File: config.mk
export PLATFORM = sky130hd
export DESIGN_NAME = clkgen_ctrl
export DESIGN_NICKNAME = d
export VERILOG_FILES = /design/src/rtl/clkgen_ctrl_pkg.sv /design/src/rtl/clkgen_strap_latch.sv /design/src/rtl/clkgen_freq_settle.sv /design/src/rtl/clkgen_out_gate.sv /design/src/rtl/clkgen_ctrl.sv
export SDC_FILE = /design/constraint.sdc
export NUM_CORES = 1
export LEC_CHECK = 0
export ABC_AREA = 0
export ABC_CLOCK_PERIOD_IN_PS = 5480
export CAP_MARGIN = 20
export CORE_UTILIZATION = 45
export DETAILED_ROUTE_END_ITERATION = 10
export PLACE_DENSITY = 0.81
export SLEW_MARGIN = 20
export SYNTH_ARGS = -nofsm -noshare
export SYNTH_HDL_FRONTEND = slang
export SYNTH_SLANG_ARGS = --single-unit
File: constraint.sdc
create_clock -name clk -period 5.48 [get_ports clk]
set_input_delay 0.822 -clock clk [delete_from_list [all_inputs] [get_ports clk]]
set_output_delay 0.822 -clock clk [all_outputs]
set_load 0.01 [all_outputs]
File: src/rtl/clkgen_ctrl_pkg.sv
package clkgen_ctrl_pkg;

  localparam int CODE_W = 5;
  localparam int FS_W   = 4;

  localparam int B_TRI     = 0;
  localparam int B_SPREAD  = 1;
  localparam int B_SWFS3   = 2;
  localparam int B_SRC     = 3;
  localparam int B_SWFS_LO = 4;
  localparam int B_SPTYPE  = 7;

  typedef logic [CODE_W-1:0] fcode_t;

  typedef struct packed {
    logic sw_src;
    logic tri_all;
    logic spread_on;
    logic spread_down;
  } ctl_fields_t;

  function automatic fcode_t hw_code(input logic sel66, input logic [FS_W-1:0] fs);
    return {sel66, fs};
  endfunction

  function automatic fcode_t sw_code(input logic [7:0] ctl, input logic sel66);
    return {sel66, ctl[B_SWFS3], ctl[B_SWFS_LO+2:B_SWFS_LO]};
  endfunction

  function automatic ctl_fields_t decode_ctl(input logic [7:0] ctl);
    ctl_fields_t f;
    f.sw_src      = ctl[B_SRC];
    f.tri_all     = ctl[B_TRI];
    f.spread_on   = ctl[B_SPREAD];
    f.spread_down = ctl[B_SPTYPE];
    return f;
  endfunction

endpackage

File: src/rtl/clkgen_strap_latch.sv
module clkgen_strap_latch
  import clkgen_ctrl_pkg::*;
(
  input  logic            clk,
  input  logic            por_n,
  input  logic [FS_W-1:0] strap_fs,
  input  logic            strap_sel66,
  output logic            done,
  output logic            sample_pulse,
  output fcode_t          held_code
);

  always_ff @(posedge clk or negedge por_n) begin
    if (!por_n) begin
      done      <= 1'b0;
      held_code <= '0;
    end else if (!done) begin
      done      <= 1'b1;
      held_code <= hw_code(strap_sel66, strap_fs);
    end
  end

  assign sample_pulse = !done;

endmodule

File: src/rtl/clkgen_freq_settle.sv
module clkgen_freq_settle
  import clkgen_ctrl_pkg::*;
#(
  parameter int SETTLE_CYC = 300000
) (
  input  logic   clk,
  input  logic   por_n,
  input  logic   load,
  input  fcode_t load_code,
  input  logic   active,
  input  fcode_t target,
  output fcode_t applied,
  output logic   busy,
  output logic   fire
);

  localparam int CNT_W = $clog2(SETTLE_CYC + 1);
  localparam logic [CNT_W-1:0] RELOAD = CNT_W'(SETTLE_CYC - 1);

  fcode_t           pending;
  logic [CNT_W-1:0] cnt;
  logic             retarget;
  logic             start;

  assign retarget = busy && (target != pending);
  assign fire     = busy && !retarget && (cnt == '0);
  assign start    = active && !busy && (target != applied);

  always_ff @(posedge clk or negedge por_n) begin
    if (!por_n) begin
      applied <= '0;
      pending <= '0;
      cnt     <= '0;
      busy    <= 1'b0;
    end else if (load) begin
      applied <= load_code;
      pending <= load_code;
      cnt     <= '0;
      busy    <= 1'b0;
    end else if (active) begin
      if (retarget) begin
        pending <= target;
        cnt     <= RELOAD;
      end else if (fire) begin
        applied <= pending;
        busy    <= 1'b0;
      end else if (busy) begin
        cnt <= cnt - 1'b1;
      end else if (start) begin
        pending <= target;
        cnt     <= RELOAD;
        busy    <= 1'b1;
      end
    end
  end

endmodule

File: src/rtl/clkgen_out_gate.sv
module clkgen_out_gate #(
  parameter int N_OUT = 25
) (
  input  logic             clk,
  input  logic             por_n,
  input  logic             en_we,
  input  logic [N_OUT-1:0] en_wdata,
  input  logic             allow,
  output logic [N_OUT-1:0] out_en
);

  logic [N_OUT-1:0] en_reg;

  always_ff @(posedge clk or negedge por_n) begin
    if (!por_n)     en_reg <= '1;
    else if (en_we) en_reg <= en_wdata;
  end

  for (genvar i = 0; i < N_OUT; i++) begin : g_gate
    assign out_en[i] = allow & en_reg[i];
  end

endmodule

File: src/rtl/clkgen_ctrl.sv
module clkgen_ctrl
  import clkgen_ctrl_pkg::*;
#(
  parameter int N_OUT      = 25,
  parameter int SETTLE_CYC = 300000
) (
  input  logic             clk,
  input  logic             por_n,
  input  logic             pd_n,
  input  logic [3:0]       strap_fs,
  input  logic             strap_sel66,
  input  logic [7:0]       ctl0,
  input  logic             sw_sel66,
  input  logic             en_we,
  input  logic [N_OUT-1:0] en_wdata,
  output logic [4:0]       freq_idx,
  output logic             freq_busy,
  output logic [N_OUT-1:0] out_en,
  output logic             pins_drive,
  output logic             tristate_all,
  output logic             spread_on,
  output logic             spread_down,
  output logic [4:0]       strap_rb_n
);

  ctl_fields_t fields;
  fcode_t      held_code;
  fcode_t      sel_code;
  fcode_t      first_code;
  fcode_t      applied;
  logic        done;
  logic        sample_pulse;
  logic        fire;

  assign fields = decode_ctl(ctl0);

  clkgen_strap_latch u_strap (
    .clk          (clk),
    .por_n        (por_n),
    .strap_fs     (strap_fs),
    .strap_sel66  (strap_sel66),
    .done         (done),
    .sample_pulse (sample_pulse),
    .held_code    (held_code)
  );

  assign sel_code   = fields.sw_src ? sw_code(ctl0, sw_sel66) : held_code;
  assign first_code = fields.sw_src ? sw_code(ctl0, sw_sel66)
                                    : hw_code(strap_sel66, strap_fs);

  clkgen_freq_settle #(.SETTLE_CYC(SETTLE_CYC)) u_settle (
    .clk       (clk),
    .por_n     (por_n),
    .load      (sample_pulse),
    .load_code (first_code),
    .active    (done),
    .target    (sel_code),
    .applied   (applied),
    .busy      (freq_busy),
    .fire      (fire)
  );

  clkgen_out_gate #(.N_OUT(N_OUT)) u_gate (
    .clk      (clk),
    .por_n    (por_n),
    .en_we    (en_we),
    .en_wdata (en_wdata),
    .allow    (done & pd_n),
    .out_en   (out_en)
  );

  assign freq_idx     = applied;
  assign pins_drive   = done;
  assign strap_rb_n   = ~held_code;
  assign tristate_all = fields.tri_all;
  assign spread_on    = fields.spread_on;
  assign spread_down  = fields.spread_down;

endmodule

=== Yosys cells after proc, flatten, opt, wreduce, memory -nomap -nowiden ===
Cells that the tools add are included.

* Multiplexer cells: 20
* Bitwise logic cells: 27
* Reduce and logical (&&, ||, !) cells: 11
* Eq/ne operators: 8
* $add $sub $neg: 1

{| class="wikitable"
|+ Operator list
! cell !! count
|-
| 19-bit two-way mux || 5
|-
| 5-bit two-way mux || 10
|-
| 1-bit AND || 26
|-
| 19-bit logical NOT || 1
|-
| 19-bit by 1-bit subtractor with 19-bit output, second input constant || 1
|-
| 5-bit inequality test || 2
|-
| 1-bit logical AND || 5
|-
| 1-bit two-way mux || 5
|-
| 5-bit NOT || 1
|-
| 2-bit inequality test, second input constant || 2
|-
| 4-bit by 1-bit inequality test with 1-bit output, second input constant || 1
|-
| 2-bit AND reduction || 2
|-
| 3-bit by 1-bit inequality test with 1-bit output, second input constant || 1
|-
| 3-bit by 2-bit inequality test with 1-bit output, second input constant || 1
|-
| 3-bit inequality test, second input constant || 1
|-
| 3-bit AND reduction || 1
|-
| 1-bit logical NOT || 2
|}

* Output and inout port bits: 40
* Input port bits: 43
* Word-level logic and storage cells: 74
* Register bits after elaboration: 61

=== Longest topological paths before layout ===
* Word-level depth: 9
* Depth in mapped cells: 9
* Gate-level depth less buffers: 7

=== Cells and area by module ===
A second synthesis with hierarchy kept.

* Cells, all modules: 322
* Area, all modules: 3651.0 µm²

{| class="wikitable"
|+ By module, submodules not included
! module !! times used !! area an instance (µm²) !! cells each
|-
| clkgen_freq_settle || 1 || 1969.4 || 208
|-
| clkgen_out_gate || 1 || 1228.7 || 80
|-
| clkgen_strap_latch || 1 || 244.0 || 14
|-
| clkgen_ctrl || 1 || 209.0 || 20
|}

=== Least setup slack after synthesis ===
Ideal clock, no wire load.

* Kind: input port to flip-flop
* Start: input port ctl0[3]
* End: register u_settle.pending[2]
* Stages on the path: 8
* Required time: 5355 ps
* Setup slack: 2938 ps
* Arrival: 2417 ps
* Library setup time: 125 ps
* Cell sequence: buf_6 -> mux2i_1 -> xor2_1 -> and2_0 -> and2_1 -> buf_4 -> o21ai_2 -> mux2_2

* Cells in the longest elaborated chain, start to end: 8
* Elaborated cells on any way between the ends: 18

{| class="wikitable"
|+ Ends and longest elaborated chain
! element !! RTL line !! source
|-
| start, declared || clkgen_ctrl.sv:12 || <nowiki>input logic [7:0] ctl0,</nowiki>
|-
| 5-bit two-way mux || clkgen_ctrl.sv:47 || <nowiki>assign sel_code = fields.sw_src ? sw_code(ctl0, sw_sel66) : held_code;</nowiki>
|-
| 5-bit inequality test || clkgen_freq_settle.sv:25 || <nowiki>assign retarget = busy && (target != pending);</nowiki>
|-
| 1-bit logical AND || clkgen_freq_settle.sv:25 ||
|-
| 1-bit logical NOT || clkgen_freq_settle.sv:26 || <nowiki>assign fire = busy && !retarget && (cnt == '0);</nowiki>
|-
| 1-bit logical AND (2 in series) || clkgen_freq_settle.sv:26 ||
|-
| 3-bit by 2-bit inequality test with 1-bit output (no source line) || n/a ||
|-
| 3-bit AND reduction (no source line) || n/a ||
|-
| end signal, assigned || clkgen_freq_settle.sv:37 || <nowiki>pending <= load_code;</nowiki>
|-
| end signal, assigned || clkgen_freq_settle.sv:42 || <nowiki>pending <= target;</nowiki>
|-
| end signal, assigned || clkgen_freq_settle.sv:50 || <nowiki>pending <= target;</nowiki>
|-
| end, declared || clkgen_freq_settle.sv:20 || <nowiki>fcode_t pending;</nowiki>
|}

Parallel ways exist; a longest one is shown, timed or not. The select of a mux whose other input is x is not followed.
A chain may end at the register's enable or synchronous reset.

=== Final worst setup path ===
* Start: input port ctl0[3]
* End: register u_settle.pending[3]

Same word-level chain as after synthesis.

==> summary.txt <==
Run status
  • Outcome: completed

Cells and area
  • Footprint of the multi-input gates: 1569 µm²
  • Fraction of final layout cells sized beyond drive strength 1: 22.98%
  • Number of flip-flops under the largest register name: 25
  • Number of fill cells: 553
  • Footprint of the flip-flops and latches: 1558 µm²
  • Non-filler cells in the finished layout: 479
  • Relative area change from synthesis to final layout: 28.60%
  • Antenna cell count: 0
  • Fin nets: 422

Die
  • Die Span X: 87.56 µm
  • Core ar.: 6944 µm²
  • Vertical extent of the die: 87.56 µm
  • Initial core utilization: 47.44%
  • Placement row count: 30
  • Count of pins on the block boundary: 83
  • Area of the die: 7667 µm²

Timing
  • Setup repair after global routing missed its margin: false
  • Minimum setup slack in the final design: 1.930 ns
  • Maximum clock frequency: 281.7 MHz
  • Endpoints failing hold: 0
  • Clock tree skew after final layout: 0.01292 ns
  • Sum Neg Setup Slack: 0 ns
  • Worst Max-Slew Pin Slew: 0.8328 ns
  • Final setup violation count: 0
  • Final period util: 64.79%
  • Relative slew margins: 44.36%
  • Final Slew Violations: 0
  • Post-Route Hold Slack: 0.5451 ns
  • Time the worst path needs with I/O delays and setup: 3.550 ns

Place
  • Pre-CTS setup slack: 1.579 ns
  • Cell Count Post-Placement: 463
  • HPWL after DPL: 5.204 mm
  • Count of buffers from port buffering: 76
  • Final GP Congestion: 0.8480

Clock tree
  • Clock Latency Late Sink: 0.34 ns
  • Total of cells resized after clock tree synthesis: 0
  • Post-cts hold buffer count: 0
  • TritonCTS sink count: 61
  • Number of H-tree levels: 3
  • CTS clk-pin slew, worst paths: 0.07 ns
  • Buffer type at the clock tree root: sky130_fd_sc_hd__clkbuf_8
  • Clock tree from TritonCTS: done
  • Maximum count of clock buffers along a single path: 2
  • Count of buffers added by post-CTS timing repair for setup: 0
  • CTS Buf Count: 9

Worst setup path
  • Master of the slowest instance on the critical path: sky130_fd_sc_hd__clkdlybuf4s50_1
  • Buf/Inv on CP: 1
  • Max FO, Critical Path: 18
  • Worst Setup Start Kind: input port
  • Launch point of the worst path: ctl0[3]
  • Endpoint required time on the critical path: 5.71 ns
  • Worst path arrival time: 3.78 ns
  • Kind of cell adding the most delay to the critical path: buffers and inverters
  • CP cell instances: clkdlybuf4s50_1 > mux2i_1 > xor2_1 > and2_0 > and2_1 > o21ai_2 > mux2_2
  • Maximum cell stage delay along the critical path: 0.96 ns
  • Worst setup EP type: register
  • Worst setup path class: input port to register
  • Worst reg2reg startpoint: u_settle.cnt[9]

Route
  • Count of TritonRoute iterations in the first routing pass: 5
  • WL/cell: 16.41 µm
  • Final routed wirelength across all metal layers: 7.862 mm
  • Via count: 2,700
  • Vias per Instance: 5.637
  • Total length of routed met3 wires: 411 µm
  • Highest Signal Layer: met4
  • Detailed Route Iter0 Violations: 181
  • Routed length on met2: 3.830 mm
  • ANT nets after route: 0
  • Number of DRC violations after detailed routing: 0
  • M1 wire length: 3.369 mm

Logic synthesis
  • Post-synth EDFFs: 0
  • Number of unique standard cell types used by synthesis: 52
  • Ys async rst share: 100.0%
  • Cells taking the most area after synthesis: sky130_fd_sc_hd__dfrtp_1 27%, sky130_fd_sc_hd__dfstp_2 20%, sky130_fd_sc_hd__mux2_2 12%
  • Cell type with the largest total area after synthesis: sky130_fd_sc_hd__dfrtp_1
  • Area share of the largest cell type after synthesis: 27.35%
  • Synthesized flop and latch total: 61
  • Syn_nets: 357
  • Flip-flop cell with the highest count after synthesis: sky130_fd_sc_hd__dfrtp_1
  • Sequential fraction of the synthesis area: 47.28%
  • Mean cell area of the mapped netlist: 10.53 µm²
  • Synthesized instance count: 313
  • Synthesized area: 3294 µm²
  • Number of warnings reported in the yosys synthesis log: 0

Pwr
  • Cell Pwr Density: 263.6 nW/µm²
  • Leakage: 0.001746 µW
  • Worst-case vdd ir drop: 0.0001734 V

GRT
  • Total congestion overflow after global routing: 0
  • Number of antenna violations at the first check in global routing: 0
  • Largest net degree at the start of global routing: 62
  • GRT Overall Usage: 22.03%
  • Wire length of the first global-routing pass: 12.77 mm
  • Via count of the first global-routing pass: 2,583

Worst hold path
  • Worst min-delay path class: register to register
  • Source of the worst hold timing path: u_settle.cnt[14]

Job
  • Max-capacitance violation count: 0
placed cells by master, fill, tap and decap left out, types with 2 or more instances in the layout:
cell	count
sky130_fd_sc_hd__buf_2	2
sky130_fd_sc_hd__o22ai_1	4
sky130_fd_sc_hd__buf_4	2
sky130_fd_sc_hd__o21a_1	2
sky130_fd_sc_hd__clkbuf_8	12
sky130_fd_sc_hd__mux2i_2	2
sky130_fd_sc_hd__xnor2_1	9
sky130_fd_sc_hd__clkdlybuf4s50_1	74
sky130_fd_sc_hd__a211oi_1	7
sky130_fd_sc_hd__inv_4	2
sky130_fd_sc_hd__and2_1	3
sky130_fd_sc_hd__mux2i_1	8
sky130_fd_sc_hd__dfstp_2	25
sky130_fd_sc_hd__mux2_2	36
sky130_fd_sc_hd__nor3_1	6
sky130_fd_sc_hd__nor2_1	14
sky130_fd_sc_hd__a31oi_1	5
sky130_fd_sc_hd__nor4_1	4
sky130_fd_sc_hd__nand2_1	18
sky130_fd_sc_hd__a41o_1	2
sky130_fd_sc_hd__nand3_1	10
sky130_fd_sc_hd__a21oi_1	18
sky130_fd_sc_hd__nand4b_1	2
sky130_fd_sc_hd__a311oi_1	5
sky130_fd_sc_hd__inv_1	10
sky130_fd_sc_hd__and3_1	26
sky130_fd_sc_hd__o21ai_0	8
sky130_fd_sc_hd__nor2b_1	5
sky130_fd_sc_hd__nand3b_1	2
sky130_fd_sc_hd__dfrtp_1	36
final timing paths:
path / to / cells past startpoint / slack [ns]
setup / recovery: u_settle.pending[3] / 7 / 1.93
hold / removal: u_settle.cnt[14] / 1 / 0.55
setup reg to reg: u_settle.cnt[6] / 6 / 2.84
hold reg to reg: u_settle.cnt[14] / 1 / 0.55
max in group asynchronous: u_settle.cnt[8] / 2 / 4.33
min in group asynchronous: u_settle.cnt[17] / 2 / 0.64
cell families (layout without fill, tap and decap cells):
family / count (synthesis) / after routing / synth area share [%]
buf+inv: 34 / 104 / 5.089
simple gates: 100 / 100 / 17.09
flops: 61 / 61 / 47.28
compound gates: 60 / 60 / 11.81
other cells: 1 / 1 / 0.1138
fa+ha+maj: 1 / 1 / 0.3797
xor+xnor: 10 / 10 / 2.659
mux: 46 / 46 / 15.57
worst reg2reg max path, stage by stage (launching register included):
cell and delay (ns):
sky130_fd_sc_hd__dfrtp_1 0.40, sky130_fd_sc_hd__nor4_1 0.43, sky130_fd_sc_hd__nand4b_1 0.35, sky130_fd_sc_hd__nor2_1 0.35
sky130_fd_sc_hd__nand3_1 0.53, sky130_fd_sc_hd__a31oi_1 0.36, sky130_fd_sc_hd__a311oi_1 0.08
power by group:
| group | switching [µW] | internal [µW] | total [µW] |
|---|---|---|---|
| Combinational | 94.5 | 114 | 208 |
| Sequential | 29.7 | 502 | 532 |
| Clock | 175 | 201 | 376 |
| Total | 299 | 817 | 1120 |
final cells by class:
cell class	count	area share [%]
Clock buffer	13	3.987
Clock inverter	3	0.4135
Inverter	10	0.8860
Multi-Input combinational cell	218	37.03
Sequential cell	61	36.77
Tap cell	96	2.835
Timing Repair Buffer	78	18.07
metal layers:
layer  vias to the layer above  global-route usage (%)
li1                       1268                       -
met1                      1320                   29.01
met2                        92                   34.38
met3                        20                   4.241
met4                         0                   12.22
met5                         -                       0
cells in the mapped netlist (2+ instances only):
master / count
sky130_fd_sc_hd__nor2b_1: 5
sky130_fd_sc_hd__mux2i_2: 2
sky130_fd_sc_hd__xnor2_1: 9
sky130_fd_sc_hd__a41o_1: 2
sky130_fd_sc_hd__buf_2: 2
sky130_fd_sc_hd__o21ai_0: 8
sky130_fd_sc_hd__and2_1: 3
sky130_fd_sc_hd__mux2i_1: 8
sky130_fd_sc_hd__a311oi_1: 5
sky130_fd_sc_hd__o21a_1: 2
sky130_fd_sc_hd__clkbuf_1: 12
sky130_fd_sc_hd__a21oi_1: 18
sky130_fd_sc_hd__nand3_1: 10
sky130_fd_sc_hd__nor4_1: 4
sky130_fd_sc_hd__a31oi_1: 5
sky130_fd_sc_hd__o22ai_1: 4
sky130_fd_sc_hd__nor2_1: 14
sky130_fd_sc_hd__and3_1: 26
sky130_fd_sc_hd__mux2_2: 36
sky130_fd_sc_hd__buf_6: 2
sky130_fd_sc_hd__dfrtp_1: 36
sky130_fd_sc_hd__a211oi_1: 7
sky130_fd_sc_hd__inv_1: 10
sky130_fd_sc_hd__nand2_1: 18
sky130_fd_sc_hd__nand3b_1: 2
sky130_fd_sc_hd__buf_4: 6
sky130_fd_sc_hd__buf_1: 2
sky130_fd_sc_hd__nor3_1: 6
sky130_fd_sc_hd__nand4b_1: 2
sky130_fd_sc_hd__dfstp_2: 25
through the flow:
stage                     cell area, µm²  total power [µW]  util (%)
after global routing                4237              1168     61.01
final                               4237              1117     61.01
after floorplan                     3294             651.6         -
after CTS                           4242              1128     61.08
after detailed placement            4055             748.3     58.40
after global placement              4055             739.3     58.40
Note: power is estimated with default switching activity, not from simulation.
